[config.mk]
export PLATFORM = sky130hd
export DESIGN_NAME = sdram_cmd_gate
export DESIGN_NICKNAME = d
export VERILOG_FILES = /design/src/rtl/sdram_gate_pkg.sv /design/src/rtl/sdram_dncnt.sv /design/src/rtl/sdram_bank_timer.sv /design/src/rtl/sdram_global_timer.sv /design/src/rtl/sdram_cmd_gate.sv
export SDC_FILE = /design/constraint.sdc
export NUM_CORES = 1
export LEC_CHECK = 0
export BUFFER_PORTS_ARGS = -buffer_cell sky130_fd_sc_hd__buf_2
export CAP_MARGIN = 20
export CORE_MARGIN = 3
export CORE_UTILIZATION = 55
export CTS_CLUSTER_DIAMETER = 30
export DETAILED_ROUTE_END_ITERATION = 7
export PLACE_DENSITY = 0.82
export REMOVE_ABC_BUFFERS = 1
export SYNTH_ARGS = -nofsm -noshare
export SYNTH_HDL_FRONTEND = slang
export SYNTH_SLANG_ARGS = --single-unit
[constraint.sdc]
create_clock -name clk -period 3.8 [get_ports clk]
set_clock_uncertainty 0.2 [all_clocks]
set_input_delay 0.38 -clock clk [delete_from_list [all_inputs] [get_ports clk]]
set_output_delay 0.38 -clock clk [all_outputs]
set_load 0.02 [all_outputs]
[src/rtl/sdram_gate_pkg.sv]
`timescale 1ns/1ps
package sdram_gate_pkg;

    typedef enum logic [2:0] {
        CMD_NOP = 3'd0,
        CMD_ACT = 3'd1,
        CMD_RD  = 3'd2,
        CMD_WR  = 3'd3,
        CMD_PRE = 3'd4,
        CMD_REF = 3'd5,
        CMD_BST = 3'd6
    } cmd_e;

    typedef enum logic {
        BK_IDLE = 1'b0,
        BK_OPEN = 1'b1
    } bank_state_e;

    // Nanoseconds to whole clocks, rounding up
    function automatic int ns2clk(input int ns, input int tck_ps);
        return (ns * 1000 + tck_ps - 1) / tck_ps;
    endfunction

    // Counter reload value for a gap of n clocks
    function automatic int gap_load(input int n);
        return (n > 0) ? n - 1 : 0;
    endfunction

    function automatic int max2(input int a, input int b);
        return (a > b) ? a : b;
    endfunction

endpackage

[src/rtl/sdram_dncnt.sv]
`timescale 1ns/1ps
module sdram_dncnt #(
    parameter int W = 4
) (
    input  logic         clk,
    input  logic         rst_n,
    input  logic         load,
    input  logic [W-1:0] load_val,
    output logic         done
);
    logic [W-1:0] cnt;

    always_ff @(posedge clk) begin
        if (!rst_n) begin
            cnt <= '0;
        end else if (load) begin
            cnt <= load_val;
        end else if (cnt != '0) begin
            cnt <= cnt - 1'b1;
        end
    end

    assign done = (cnt == '0);
endmodule

[src/rtl/sdram_bank_timer.sv]
`timescale 1ns/1ps
module sdram_bank_timer
    import sdram_gate_pkg::*;
#(
    parameter int CW       = 4,
    parameter int AW       = 8,
    parameter int RCD_CK   = 3,
    parameter int RP_CK    = 3,
    parameter int RC_CK    = 8,
    parameter int RAS_CK   = 6,
    parameter int RDL_CK   = 2,
    parameter int AGE_MAX  = 100,
    parameter int AGE_WARN = 90
) (
    input  logic clk,
    input  logic rst_n,
    input  logic act_go,
    input  logic wr_go,
    input  logic pre_go,
    output logic is_open,
    output logic rcd_ok,
    output logic rp_ok,
    output logic rc_ok,
    output logic ras_ok,
    output logic rdl_ok,
    output logic age_warn
);
    localparam logic [CW-1:0] L_RCD = CW'(gap_load(RCD_CK));
    localparam logic [CW-1:0] L_RP  = CW'(gap_load(RP_CK));
    localparam logic [CW-1:0] L_RC  = CW'(gap_load(RC_CK));
    localparam logic [CW-1:0] L_RAS = CW'(gap_load(RAS_CK));
    localparam logic [CW-1:0] L_RDL = CW'(gap_load(RDL_CK));
    localparam logic [AW-1:0] AGE_TOP  = AW'(AGE_MAX);
    localparam logic [AW-1:0] AGE_FLAG = AW'(AGE_WARN);

    bank_state_e state, state_nx;
    logic [AW-1:0] age;

    // State register
    always_ff @(posedge clk) begin
        if (!rst_n) state <= BK_IDLE;
        else        state <= state_nx;
    end

    // Transitions: IDLE -> OPEN on ACTIVE, OPEN -> IDLE on PRECHARGE
    always_comb begin
        state_nx = state;
        unique case (state)
            BK_IDLE: if (act_go) state_nx = BK_OPEN;
            BK_OPEN: if (pre_go) state_nx = BK_IDLE;
        endcase
    end

    // Row age since ACTIVE, saturating at the maximum open time
    always_ff @(posedge clk) begin
        if (!rst_n) begin
            age <= '0;
        end else if (act_go) begin
            age <= AW'(1);
        end else if (pre_go) begin
            age <= '0;
        end else if (state == BK_OPEN && age != AGE_TOP) begin
            age <= age + 1'b1;
        end
    end

    // Outputs
    always_comb begin
        is_open  = (state == BK_OPEN);
        age_warn = is_open && (age >= AGE_FLAG);
    end

    sdram_dncnt #(.W(CW)) u_rcd (.clk(clk), .rst_n(rst_n), .load(act_go), .load_val(L_RCD), .done(rcd_ok));
    sdram_dncnt #(.W(CW)) u_rp  (.clk(clk), .rst_n(rst_n), .load(pre_go), .load_val(L_RP),  .done(rp_ok));
    sdram_dncnt #(.W(CW)) u_rc  (.clk(clk), .rst_n(rst_n), .load(act_go), .load_val(L_RC),  .done(rc_ok));
    sdram_dncnt #(.W(CW)) u_ras (.clk(clk), .rst_n(rst_n), .load(act_go), .load_val(L_RAS), .done(ras_ok));
    sdram_dncnt #(.W(CW)) u_rdl (.clk(clk), .rst_n(rst_n), .load(wr_go),  .load_val(L_RDL), .done(rdl_ok));
endmodule

[src/rtl/sdram_global_timer.sv]
`timescale 1ns/1ps
module sdram_global_timer
    import sdram_gate_pkg::*;
#(
    parameter int CW     = 4,
    parameter int RRD_CK = 2,
    parameter int RFC_CK = 8,
    parameter int CDL_CK = 1,
    parameter int BDL_CK = 1
) (
    input  logic clk,
    input  logic rst_n,
    input  logic act_any,
    input  logic wr_any,
    input  logic ref_go,
    output logic rrd_ok,
    output logic rfc_ok,
    output logic cdl_ok,
    output logic bdl_ok
);
    localparam logic [CW-1:0] L_RRD = CW'(gap_load(RRD_CK));
    localparam logic [CW-1:0] L_RFC = CW'(gap_load(RFC_CK));
    localparam logic [CW-1:0] L_CDL = CW'(gap_load(CDL_CK));
    localparam logic [CW-1:0] L_BDL = CW'(gap_load(BDL_CK));

    sdram_dncnt #(.W(CW)) u_rrd (.clk(clk), .rst_n(rst_n), .load(act_any), .load_val(L_RRD), .done(rrd_ok));
    sdram_dncnt #(.W(CW)) u_rfc (.clk(clk), .rst_n(rst_n), .load(ref_go),  .load_val(L_RFC), .done(rfc_ok));
    sdram_dncnt #(.W(CW)) u_cdl (.clk(clk), .rst_n(rst_n), .load(wr_any),  .load_val(L_CDL), .done(cdl_ok));
    sdram_dncnt #(.W(CW)) u_bdl (.clk(clk), .rst_n(rst_n), .load(wr_any),  .load_val(L_BDL), .done(bdl_ok));
endmodule

[src/rtl/sdram_cmd_gate.sv]
`timescale 1ns/1ps
module sdram_cmd_gate
    import sdram_gate_pkg::*;
#(
    parameter int NBANK       = 4,
    parameter int TCK_PS      = 7500,
    parameter int TRRD_NS     = 12,
    parameter int TRCD_NS     = 18,
    parameter int TRP_NS      = 18,
    parameter int TRC_NS      = 60,
    parameter int TRAS_NS     = 42,
    parameter int TRAS_MAX_NS = 100000,
    parameter int TRFC_NS     = 60,
    parameter int TCDL_CK     = 1,
    parameter int TRDL_CK     = 2,
    parameter int TBDL_CK     = 1,
    parameter int WARN_CK     = 16
) (
    input  logic                     clk,
    input  logic                     rst_n,
    input  logic                     req_valid,
    input  logic [2:0]               req_cmd,
    input  logic [$clog2(NBANK)-1:0] req_bank,
    output logic                     ready,
    output logic [NBANK-1:0]         row_age_warn
);
    localparam int BW      = $clog2(NBANK);
    localparam int RRD_CK  = ns2clk(TRRD_NS, TCK_PS);
    localparam int RCD_CK  = ns2clk(TRCD_NS, TCK_PS);
    localparam int RP_CK   = ns2clk(TRP_NS, TCK_PS);
    localparam int RC_CK   = ns2clk(TRC_NS, TCK_PS);
    localparam int RAS_CK  = ns2clk(TRAS_NS, TCK_PS);
    localparam int RFC_CK  = ns2clk(TRFC_NS, TCK_PS);
    localparam int AGE_MAX = ns2clk(TRAS_MAX_NS, TCK_PS);
    localparam int AGE_WARN = (AGE_MAX > WARN_CK) ? AGE_MAX - WARN_CK : 0;
    localparam int GAP_MAX = max2(max2(max2(RRD_CK, RCD_CK), max2(RP_CK, RC_CK)),
                                  max2(max2(RAS_CK, RFC_CK),
                                       max2(max2(TCDL_CK, TRDL_CK), max2(TBDL_CK, 1))));
    localparam int CW      = $clog2(GAP_MAX + 1);
    localparam int AW      = $clog2(AGE_MAX + 1);

    logic issue;
    logic act_any, wr_any, ref_go;
    logic [NBANK-1:0] act_go, wr_go, pre_go;
    logic [NBANK-1:0] bk_open, bk_rcd_ok, bk_rp_ok, bk_rc_ok, bk_ras_ok, bk_rdl_ok;
    logic rrd_ok, rfc_ok, cdl_ok, bdl_ok;
    logic all_idle;

    assign issue   = req_valid && ready;
    assign act_any = issue && (req_cmd == CMD_ACT);
    assign wr_any  = issue && (req_cmd == CMD_WR);
    assign ref_go  = issue && (req_cmd == CMD_REF);

    for (genvar b = 0; b < NBANK; b++) begin : g_bank
        logic hit;
        assign hit       = issue && (req_bank == BW'(b));
        assign act_go[b] = hit && (req_cmd == CMD_ACT);
        assign wr_go[b]  = hit && (req_cmd == CMD_WR);
        assign pre_go[b] = hit && (req_cmd == CMD_PRE);

        sdram_bank_timer #(
            .CW(CW), .AW(AW),
            .RCD_CK(RCD_CK), .RP_CK(RP_CK), .RC_CK(RC_CK),
            .RAS_CK(RAS_CK), .RDL_CK(TRDL_CK),
            .AGE_MAX(AGE_MAX), .AGE_WARN(AGE_WARN)
        ) u_bank (
            .clk(clk), .rst_n(rst_n),
            .act_go(act_go[b]), .wr_go(wr_go[b]), .pre_go(pre_go[b]),
            .is_open(bk_open[b]), .rcd_ok(bk_rcd_ok[b]), .rp_ok(bk_rp_ok[b]),
            .rc_ok(bk_rc_ok[b]), .ras_ok(bk_ras_ok[b]), .rdl_ok(bk_rdl_ok[b]),
            .age_warn(row_age_warn[b])
        );
    end

    sdram_global_timer #(
        .CW(CW), .RRD_CK(RRD_CK), .RFC_CK(RFC_CK),
        .CDL_CK(TCDL_CK), .BDL_CK(TBDL_CK)
    ) u_glob (
        .clk(clk), .rst_n(rst_n),
        .act_any(act_any), .wr_any(wr_any), .ref_go(ref_go),
        .rrd_ok(rrd_ok), .rfc_ok(rfc_ok), .cdl_ok(cdl_ok), .bdl_ok(bdl_ok)
    );

    assign all_idle = ((~bk_open & bk_rp_ok) == {NBANK{1'b1}});

    // Readiness: a function of the request and the counter state only
    always_comb begin
        ready = 1'b0;
        unique case (req_cmd)
            CMD_NOP: ready = 1'b1;
            CMD_ACT: ready = !bk_open[req_bank] && bk_rp_ok[req_bank] &&
                             bk_rc_ok[req_bank] && rrd_ok && rfc_ok;
            CMD_RD,
            CMD_WR:  ready = bk_open[req_bank] && bk_rcd_ok[req_bank] &&
                             cdl_ok && rfc_ok;
            CMD_PRE: ready = bk_ras_ok[req_bank] && bk_rdl_ok[req_bank] && rfc_ok;
            CMD_REF: ready = all_idle && rfc_ok;
            CMD_BST: ready = bdl_ok && rfc_ok;
            default: ready = 1'b0;
        endcase
    end
endmodule

==> results of run 1 <==
## worst register-to-register path, stage by stage (launching register included)
cell                        delay, ns
sky130_fd_sc_hd__dfxtp_1         0.32
sky130_fd_sc_hd__inv_1           0.09
sky130_fd_sc_hd__ha_1            0.16
sky130_fd_sc_hd__nor3b_1         0.52
sky130_fd_sc_hd__nor3b_1         0.31
sky130_fd_sc_hd__o211ai_1        0.12
sky130_fd_sc_hd__o41a_1          0.31
sky130_fd_sc_hd__a2111oi_4       0.44
sky130_fd_sc_hd__buf_4           0.30
sky130_fd_sc_hd__o21ai_0         0.11
## worst max path at each step
| stage | from | to | cells past startpoint |
|---|---|---|---|
| 2_1_floorplan | g_bank[2].u_bank.u_rc.cnt[0] | ready | 7 |
| 5_1_grt | g_bank[2].u_bank.u_rc.cnt[0] | ready | 8 |
| 3_5_place_dp | g_bank[2].u_bank.u_rc.cnt[0] | ready | 8 |
| 3_3_place_gp | g_bank[2].u_bank.u_rc.cnt[0] | ready | 8 |
| 4_1_cts | g_bank[2].u_bank.u_rc.cnt[0] | ready | 8 |
| 6_report | g_bank[2].u_bank.u_rc.cnt[0] | ready | 8 |
## synthesized netlist by cell type (12+ instances only)
library cell               count
sky130_fd_sc_hd__a21oi_1      35
sky130_fd_sc_hd__a31oi_1      12
sky130_fd_sc_hd__clkbuf_1     19
sky130_fd_sc_hd__dfxtp_1     156
sky130_fd_sc_hd__ha_1         36
sky130_fd_sc_hd__inv_1        49
sky130_fd_sc_hd__nand2_1      85
sky130_fd_sc_hd__nand3_1      33
sky130_fd_sc_hd__nand4_1      13
sky130_fd_sc_hd__nor2_1       82
sky130_fd_sc_hd__nor3_1       90
sky130_fd_sc_hd__nor3b_1      16
sky130_fd_sc_hd__nor4_1       18
sky130_fd_sc_hd__o21a_1       29
sky130_fd_sc_hd__o21ai_0      42
sky130_fd_sc_hd__or3_1        14
sky130_fd_sc_hd__xnor2_1      63
sky130_fd_sc_hd__xor2_1       16
## metrics by stage
step | hold WS (ns) | util | instance area [um2] | total power [mW] | instances
floorplan | 0.227 | - | 7890 | 3.63 | 914
global placement | 0.246 | 0.587 | 8310 | 3.95 | 1124
detailed placement | 0.258 | 0.587 | 8310 | 4.01 | 1124
CTS | 0.130 | 0.629 | 8900 | 5.75 | 1155
global route | 0.152 | 0.629 | 8900 | 6.11 | 1155
finish | 0.147 | 0.629 | 8900 | 5.71 | 1155
## state kept, by name, indices dropped and copies added, names as in the netlist
signal	count
g_bank.u_bank.u_rc.cnt	16
g_bank.u_bank.u_rp.cnt	16
g_bank.u_bank.age	56
g_bank.u_bank.u_rdl.cnt	16
g_bank.u_bank.u_ras.cnt	16
u_glob.u_cdl.cnt	4
u_glob.u_bdl.cnt	4
g_bank.u_bank.is_open	4
u_glob.u_rfc.cnt	4
u_glob.u_rrd.cnt	4
g_bank.u_bank.u_rcd.cnt	16
## cell type report
type	count	area share
Multi-Input combinational cell	708	0.514
Clock inverter	14	0.0191
Inverter	50	0.0211
Sequential cell	156	0.351
Timing Repair Buffer	30	0.0219
Tap cell	180	0.0253
Clock buffer	17	0.0478
## cells by family (layout without fill, tap and decap cells)
family,Yosys count,count (layout),share of synthesized area
xor gates and xnor gates,79,79,0.0855
and+or+nand+nor,418,418,0.267
adders and majority gates,36,36,0.0557
DFF,156,156,0.386
buffers and inverters,87,111,0.0483
AOI/OAI and AO/OA,166,166,0.145
muxes,9,9,0.0127
## power breakdown
group          internal (mW)  switching [mW]  leakage [nW]
combinational          0.855            1.03          1.72
clock                   1.03           0.681         0.282
sequential              1.92           0.203          1.27
## layer usage
metal  track usage  part of all wire
met5             0                 0
met4        0.0890             0.025
met3        0.0418             0.041
met2         0.343              0.47
met1         0.261              0.46
==> qor.log, run 1 <==
[drt] via density per instance 5.71
[grt] remaining global-route overflow 0
[worst_setup_path] worst reg2reg path depth 9
[placed_design] Final Wtd Congestion 0.853
[drt] DRT iter0 DRCs 386
[floorplan] IO Count 13
[logic_synthesis] primary flip-flop cell chosen by synthesis mapping sky130_fd_sc_hd__dfxtp_1
[pwr] leakage component of the power 3.27 nW
[drt] total DRC errors in the routed layout 0
[min_path] Worst Min Path Start req_cmd[0]
[worst_setup_path] element type at the critical path start register
[clock_tree] TritonCTS Buffers 17
[logic_synthesis] flip-flop and latch count after synthesis 156
[worst_setup_path] Critical-path top delay cell sky130_fd_sc_hd__o41ai_2
[min_path] hold endpoint u_glob.u_rfc.cnt[1]
[clock_tree] buffer count from post-CTS setup fixing 0
[floorplan] DIE HEIGHT 127 um
[layout] Layout Area Growth over Synthesis 10.1%
[sta] unrepaired setup endpoints after global routing false
[grt] global router's overall resource usage 0.207
[floorplan] standard-cell rows 43
[worst_setup_path] cell family with most CP delay compound AO/OA/AOI/OAI gates
[worst_setup_path] series of cell instances along the critical path inv_1, ha_1, nor3b_1, and3_1, o41ai_2, a211oi_1, a211o_1, buf_2
[job] number of max-cap violations 0
[layout] fraction of final layout cells with drive strength greater than 1 0.0841
[worst_setup_path] r2r startpoint g_bank[2].u_bank.u_rdl.cnt[0]
[floorplan] Core Footprint 0.0141 mm2
[worst_setup_path] start-to-end type of the worst setup path register to output port
[clock_tree] Clock Path Buffers 2
[placed_design] total half-perimeter wirelength after legalization and detailed placement 10.8 mm
[floorplan] area enclosed by the die boundary 0.0162 mm2
[logic_synthesis] fraction of synthesis flops using an asynchronous set or reset pin 0
[grt] antenna violations before repair 0
[clock_tree] root buffer cell sky130_fd_sc_hd__clkbuf_16
[status] outcome finished clean
[logic_synthesis] cell types with the largest area share after synthesis sky130_fd_sc_hd__dfxtp_1 39%, sky130_fd_sc_hd__xnor2_1 6.8%, sky130_fd_sc_hd__ha_1 5.6%, sky130_fd_sc_hd__nor3_1 5.6%, sky130_fd_sc_hd__nand2_1 3.9%
[logic_synthesis] Synth area leader sky130_fd_sc_hd__dfxtp_1
[logic_synthesis] average cell area after synthesis 8.51 um2
[clock_tree] cts hold-fix bufs 0
[sta] Min Clock Period, post-route 3.62 ns
[worst_setup_path] largest stage delay on the critical path 0.96 ns
[logic_synthesis] synth unique cells 64
[logic_synthesis] synthesized netlist cell count 951
[grt] wire length of the first global-routing pass 27.9 mm
[clock_tree] Clock H-tree levels 4
[sta] Worst slew margin 0.282
[sta] fraction of the cycle the final worst path needs 0.953
[sta] total negative setup slack 0 ns
[sta] final worst setup slack 0.179 ns
[layout] most frequent cells in the layout 156 x sky130_fd_sc_hd__dfxtp_1, 90 x sky130_fd_sc_hd__nor3_1, 85 x sky130_fd_sc_hd__nand2_1, 82 x sky130_fd_sc_hd__nor2_1, 63 x sky130_fd_sc_hd__xnor2_1
[sta] actual slew at the worst max-slew pin 1.06 ns
[floorplan] initial core utilization 0.572
[sta] count of pins over their slew limit 0
[pwr] power density of the placed cells 642 mW/mm2
[worst_setup_path] CP arrival 3.04 ns
[logic_synthesis] Yosys warning total 0
[worst_setup_path] data required time at the worst endpoint 3.22 ns
[sta] number of hold violations in the final report 0
[layout] antenna diode count 0
[drt] mean routed wirelength per cell 13.9 um
[logic_synthesis] number of flops mapped to enable cells by yosys 0
[drt] total number of vias 6591
[logic_synthesis] post-synthesis sequential area ratio 0.386
[logic_synthesis] top cell type's share of synthesized area 0.386
[logic_synthesis] post-synthesis instance area 0.00809 mm2
[clock_tree] Reg clk slew, reported paths 0.06 ns
[clock_tree] CTS sink count 156
[worst_setup_path] r2r setup slk 0.80 ns
[floorplan] die boundary width 127 um
[clock_tree] insertion delay to the later sink of the worst-skew pair 0.43 ns
[grt] via count of the first global-routing pass 6106
[placed_design] Post-Place Setup Slack 0.672 ns
[layout] final net count 1007
[grt] pin count of the biggest net entering global routing 50
[layout] most common cell after layout, fill and taps aside sky130_fd_sc_hd__dfxtp_1
[drt] number of search-and-repair iterations in the first detailed-routing pass 5
[drt] number of routed nets with antenna violations 0
[drt] sum of routed wire length over all layers 16.0 mm
[worst_setup_path] endpoint of the lowest-slack register-to-register path g_bank[1].u_bank.age[0]
[worst_setup_path] endpoint type of the worst setup path output port
[placed_design] count of input and output buffers 12
[clock_tree] post-cts repair resize count 0
[min_path] worst hold-check path type primary input to register
[sta] highest clock rate 276 MHz
[layout] area of combinational cells with multiple inputs 0.00458 mm2
[pwr] worst IR drop on VDD 0.380 mV
[clock_tree] CTS tree yes
[worst_setup_path] crit path max fanout 6
[sta] setup violators final 0
[min_path] hold-critical path depth 3
[worst_setup_path] number of buffers and inverters on the critical path 2
[layout] area taken by flip-flops and latches 0.00312 mm2
[layout] number of fill cells in the layout 1159
No activity file was read; power rests on OpenSTA's default activity.
==> run 2: changes to the inputs <==
- CTS_CLUSTER_SIZE: default -> 14
- SYNTH_HIERARCHICAL: default -> 1
==> run 2 against run 1 <==
- synthesized area up 14%
- worst hold slack better by 0.11 ns
- final area up 19%
- clock power up 11%
- die area up 13%
- synthesized cell count up 6.5%
- cell count up 18%
- critical path depth up 4
- critical path type is now register to register
- critical endpoint is now g_bank[2].u_bank/age[12]
- largest cell class unchanged
- largest power group is now combinational logic
==> qor.log, run 2 <==
[status] outcome finished clean
[worst_setup_path] endpoint type of the worst setup path register
[worst_setup_path] crit path max fanout 16 [+10]
[clock_tree] insertion delay to the later sink of the worst-skew pair 0.43 ns [about the same]
[drt] sum of routed wire length over all layers 18.4 mm [+15%]
[placed_design] total half-perimeter wirelength after legalization and detailed placement 12.7 mm [+18%]
[logic_synthesis] primary flip-flop cell chosen by synthesis mapping sky130_fd_sc_hd__dfxtp_1
[min_path] worst hold-check path type primary input to register
[sta] number of hold violations in the final report 0 [unchanged]
[job] number of max-cap violations 0 [unchanged]
[logic_synthesis] Yosys warning total 6 [+6]
[logic_synthesis] top cell types by occurrence after synthesis 156 x sky130_fd_sc_hd__dfxtp_1, 100 x sky130_fd_sc_hd__nand3_1, 59 x sky130_fd_sc_hd__inv_1
[placed_design] number of cells after detailed placement 1334 [+19%]
[grt] via count of the first global-routing pass 7226 [+18%]
[drt] total number of vias 7452 [+13%]
[floorplan] DIE HEIGHT 135 um [+6.4%]
[floorplan] area enclosed by the die boundary 0.0183 mm2 [+13%]
[logic_synthesis] cell types with the largest area share after synthesis sky130_fd_sc_hd__dfxtp_1 34%, sky130_fd_sc_hd__nand3_1 5.4%, sky130_fd_sc_hd__xnor2_1 5.3%, sky130_fd_sc_hd__nor3b_4 4.9%, sky130_fd_sc_hd__ha_1 4.5%
[floorplan] standard-cell rows 46 [+7.0%]
[grt] wire length of the first global-routing pass 32.2 mm [+16%]
[sta] worst hold slack 0.252 ns [+0.105 ns]
[sta] Worst slew margin 0.465 [+0.183]
[clock_tree] CTS sink count 156 [unchanged]
[drt] number of search-and-repair iterations in the first detailed-routing pass 5 [unchanged]
[worst_setup_path] series of cell instances along the critical path inv_1, ha_1, nor3b_4, or4bb_1, nand3_1, nand3_1, a32o_2, nor3_1, nor2_1, nand2_1, nor2_1, a41o_1
[floorplan] initial core utilization 0.572 [about the same]
[sta] Min Clock Period, post-route 3.41 ns [-0.207 ns]
[layout] largest register by flop count g_bank.u_bank/age
[logic_synthesis] Synth area leader sky130_fd_sc_hd__dfxtp_1
[worst_setup_path] element type at the critical path start register
[logic_synthesis] fraction of synthesis flops using an asynchronous set or reset pin 0 [unchanged]
[drt] total DRC errors in the routed layout 0 [unchanged]
[sta] final worst setup slack 0.386 ns [+0.207 ns]
[logic_synthesis] synthesized netlist cell count 1013 [+6.5%]
[layout] area taken by flip-flops and latches 0.00312 mm2 [unchanged]
[worst_setup_path] largest stage delay on the critical path 0.55 ns [-0.41 ns]
[logic_synthesis] top cell type's share of synthesized area 0.339 [-0.0470]
[floorplan] Core Footprint 0.0161 mm2 [+14%]
[grt] pin count of the biggest net entering global routing 82 [+64%]
[placed_design] count of input and output buffers 12 [unchanged]
[worst_setup_path] Critical-path top delay cell sky130_fd_sc_hd__nor3_1
[clock_tree] Clock Path Buffers 2 [unchanged]
[layout] antenna diode count 0 [unchanged]
[layout] Largest register FFs 56 [unchanged]
[layout] Cell Count, Final, Fillers Out 1363 [+18%]
[sta] highest clock rate 293 MHz [+6.1%]
[floorplan] die boundary width 135 um [+6.4%]
[worst_setup_path] data required time at the worst endpoint 3.92 ns [+0.70 ns]
[placed_design] Post-Place Setup Slack 0.477 ns [-0.195 ns]
[layout] most common cell after layout, fill and taps aside sky130_fd_sc_hd__dfxtp_1
[placed_design] Final Wtd Congestion 0.796 [-6.8%]
[pwr] worst IR drop on VDD 0.491 mV [+29%]
[drt] DRT iter0 DRCs 393 [+1.8%]
[layout] Layout Area Growth over Synthesis 15.3%
[min_path] hold-critical path depth 5 [+2]
[layout] most frequent cells in the layout 156 x sky130_fd_sc_hd__dfxtp_1, 100 x sky130_fd_sc_hd__nand3_1, 96 x sky130_fd_sc_hd__conb_1, 59 x sky130_fd_sc_hd__inv_1
[drt] number of routed nets with antenna violations 0 [unchanged]
[clock_tree] root buffer cell sky130_fd_sc_hd__clkbuf_16
[clock_tree] post-cts repair resize count 0 [unchanged]
[grt] global router's overall resource usage 0.210 [+0.00373]
[sta] count of pins over their slew limit 0 [unchanged]
[layout] area of combinational cells with multiple inputs 0.00615 mm2 [+34%]
[sta] fraction of the cycle the final worst path needs 0.898 [-0.0545]
[worst_setup_path] start-to-end type of the worst setup path register to register
[logic_synthesis] most numerous cell in the Yosys netlist sky130_fd_sc_hd__dfxtp_1
[worst_setup_path] worst reg2reg path depth 12 [+3]
[pwr] leakage component of the power 4.23 nW [+29%]
[logic_synthesis] synth unique cells 53 [-17%]
[pwr] power density of the placed cells 706 mW/mm2 [+10%]
[logic_synthesis] post-synthesis sequential area ratio 0.339 [-0.0470]
[clock_tree] CTS tree yes
[clock_tree] Reg clk slew, reported paths 0.06 ns [about the same]
[grt] antenna violations before repair 0 [unchanged]
[worst_setup_path] r2r startpoint g_bank[1].u_bank/u_rp/cnt[0]
[drt] via density per instance 5.47 [-4.2%]
[sta] setup violators final 0 [unchanged]
[clock_tree] cts hold-fix bufs 0 [unchanged]
[logic_synthesis] flip-flop and latch count after synthesis 156 [unchanged]
[clock_tree] buffer count from post-CTS setup fixing 0 [unchanged]
[sta] unrepaired setup endpoints after global routing false
[min_path] Worst Min Path Start req_valid
[layout] final net count 1178 [+17%]
[worst_setup_path] CP startpoint g_bank[1].u_bank/u_rp/cnt[0]
[layout] fraction of final layout cells with drive strength greater than 1 0.148 [+0.0641]
[worst_setup_path] CP arrival 3.53 ns [+0.49 ns]
[sta] actual slew at the worst max-slew pin 0.803 ns [-0.262 ns]
[floorplan] IO Count 13 [unchanged]
[logic_synthesis] number of flops mapped to enable cells by yosys 0 [unchanged]
[drt] mean routed wirelength per cell 13.5 um [-2.9%]
[clock_tree] TritonCTS Buffers 17 [unchanged]
[logic_synthesis] average cell area after synthesis 9.09 um2 [+6.9%]
[clock_tree] Clock H-tree levels 4 [unchanged]
[logic_synthesis] post-synthesis instance area 0.00921 mm2 [+14%]
[layout] number of fill cells in the layout 1287 [+11%]
[grt] remaining global-route overflow 0 [unchanged]
-- run 2: changes by cell type in the layout (fill, tap and decap cells not counted), sizes merged, moves of 21 or more --
cell and delta:
o31ai +24, o211a +24, conb +96, mux2i +21, nand3 +71, mux2 +24
nor2 -41, nand2b +46, nand2 -29, nor3 -40, o21a -29, o21ai +21
-- run 2: cells by family after synthesis --
logic type,after synthesis,share of synthesized area
adders and majority gates,33,0.0448
buffers and inverters,71,0.0304
muxes,53,0.0609
DFF,156,0.339
other,10,0.00408
AOI/OAI and AO/OA,172,0.134
and+or+nand+nor,446,0.318
xor gates and xnor gates,72,0.0685
-- run 2: stage by stage --
stage | setup TNS, ns | instance area (um2) | utilization | power [mW]
floorplan | -0.198 | 9480 | - | 5.06
global placement | 0 | 9970 | 0.619 | 5.48
detailed placement | 0 | 9970 | 0.619 | 5.61
CTS | 0 | 10600 | 0.659 | 7.56
global route | 0 | 10600 | 0.659 | 8.03
finish | 0 | 10600 | 0.659 | 7.50
-- run 2: worst paths after layout --
path                                   end  slack [ns]
setup / recovery  g_bank[2].u_bank/age[12]        0.39
hold / removal         u_glob/u_rfc/cnt[0]        0.25
setup reg to reg  g_bank[2].u_bank/age[12]        0.39
hold reg to reg   g_bank[3].u_bank/age[13]        0.31
-- run 2: worst max-delay path: cells and delay by family (launching register included) --
| kind | cells | cell delay (ns) |
|---|---|---|
| AND/OR/NAND/NOR | 8 | 1.92 |
| AO/OA/AOI/OAI | 2 | 0.59 |
| flip-flops | 1 | 0.32 |
| adder cells (fa/ha/maj) | 1 | 0.19 |
| buffers and inverters | 1 | 0.09 |
-- run 2: layout make-up --
cell class,count,area share
clock buffers,21,0.0434
repair buffers,31,0.0193
flip-flops and latches,156,0.294
clock inverters,8,0.0179
multi-input cells,872,0.579
well taps,216,0.0254
inverters,59,0.0209
-- run 2: per-layer routing --
| metal | global-route usage | routed length, um |
|---|---|---|
| met1 | 0.264 | 8620 |
| met2 | 0.356 | 8850 |
| met3 | 0.0542 | 604 |
| met4 | 0.0638 | 292 |
| met5 | 0 | 0 |
-- run 2: power by group --
group	leakage, nW	switching (mW)	internal, mW
combinational	2.63	1.42	1.72
sequential	1.28	0.409	2.06
clock	0.319	0.643	1.25
total	4.23	2.47	5.03
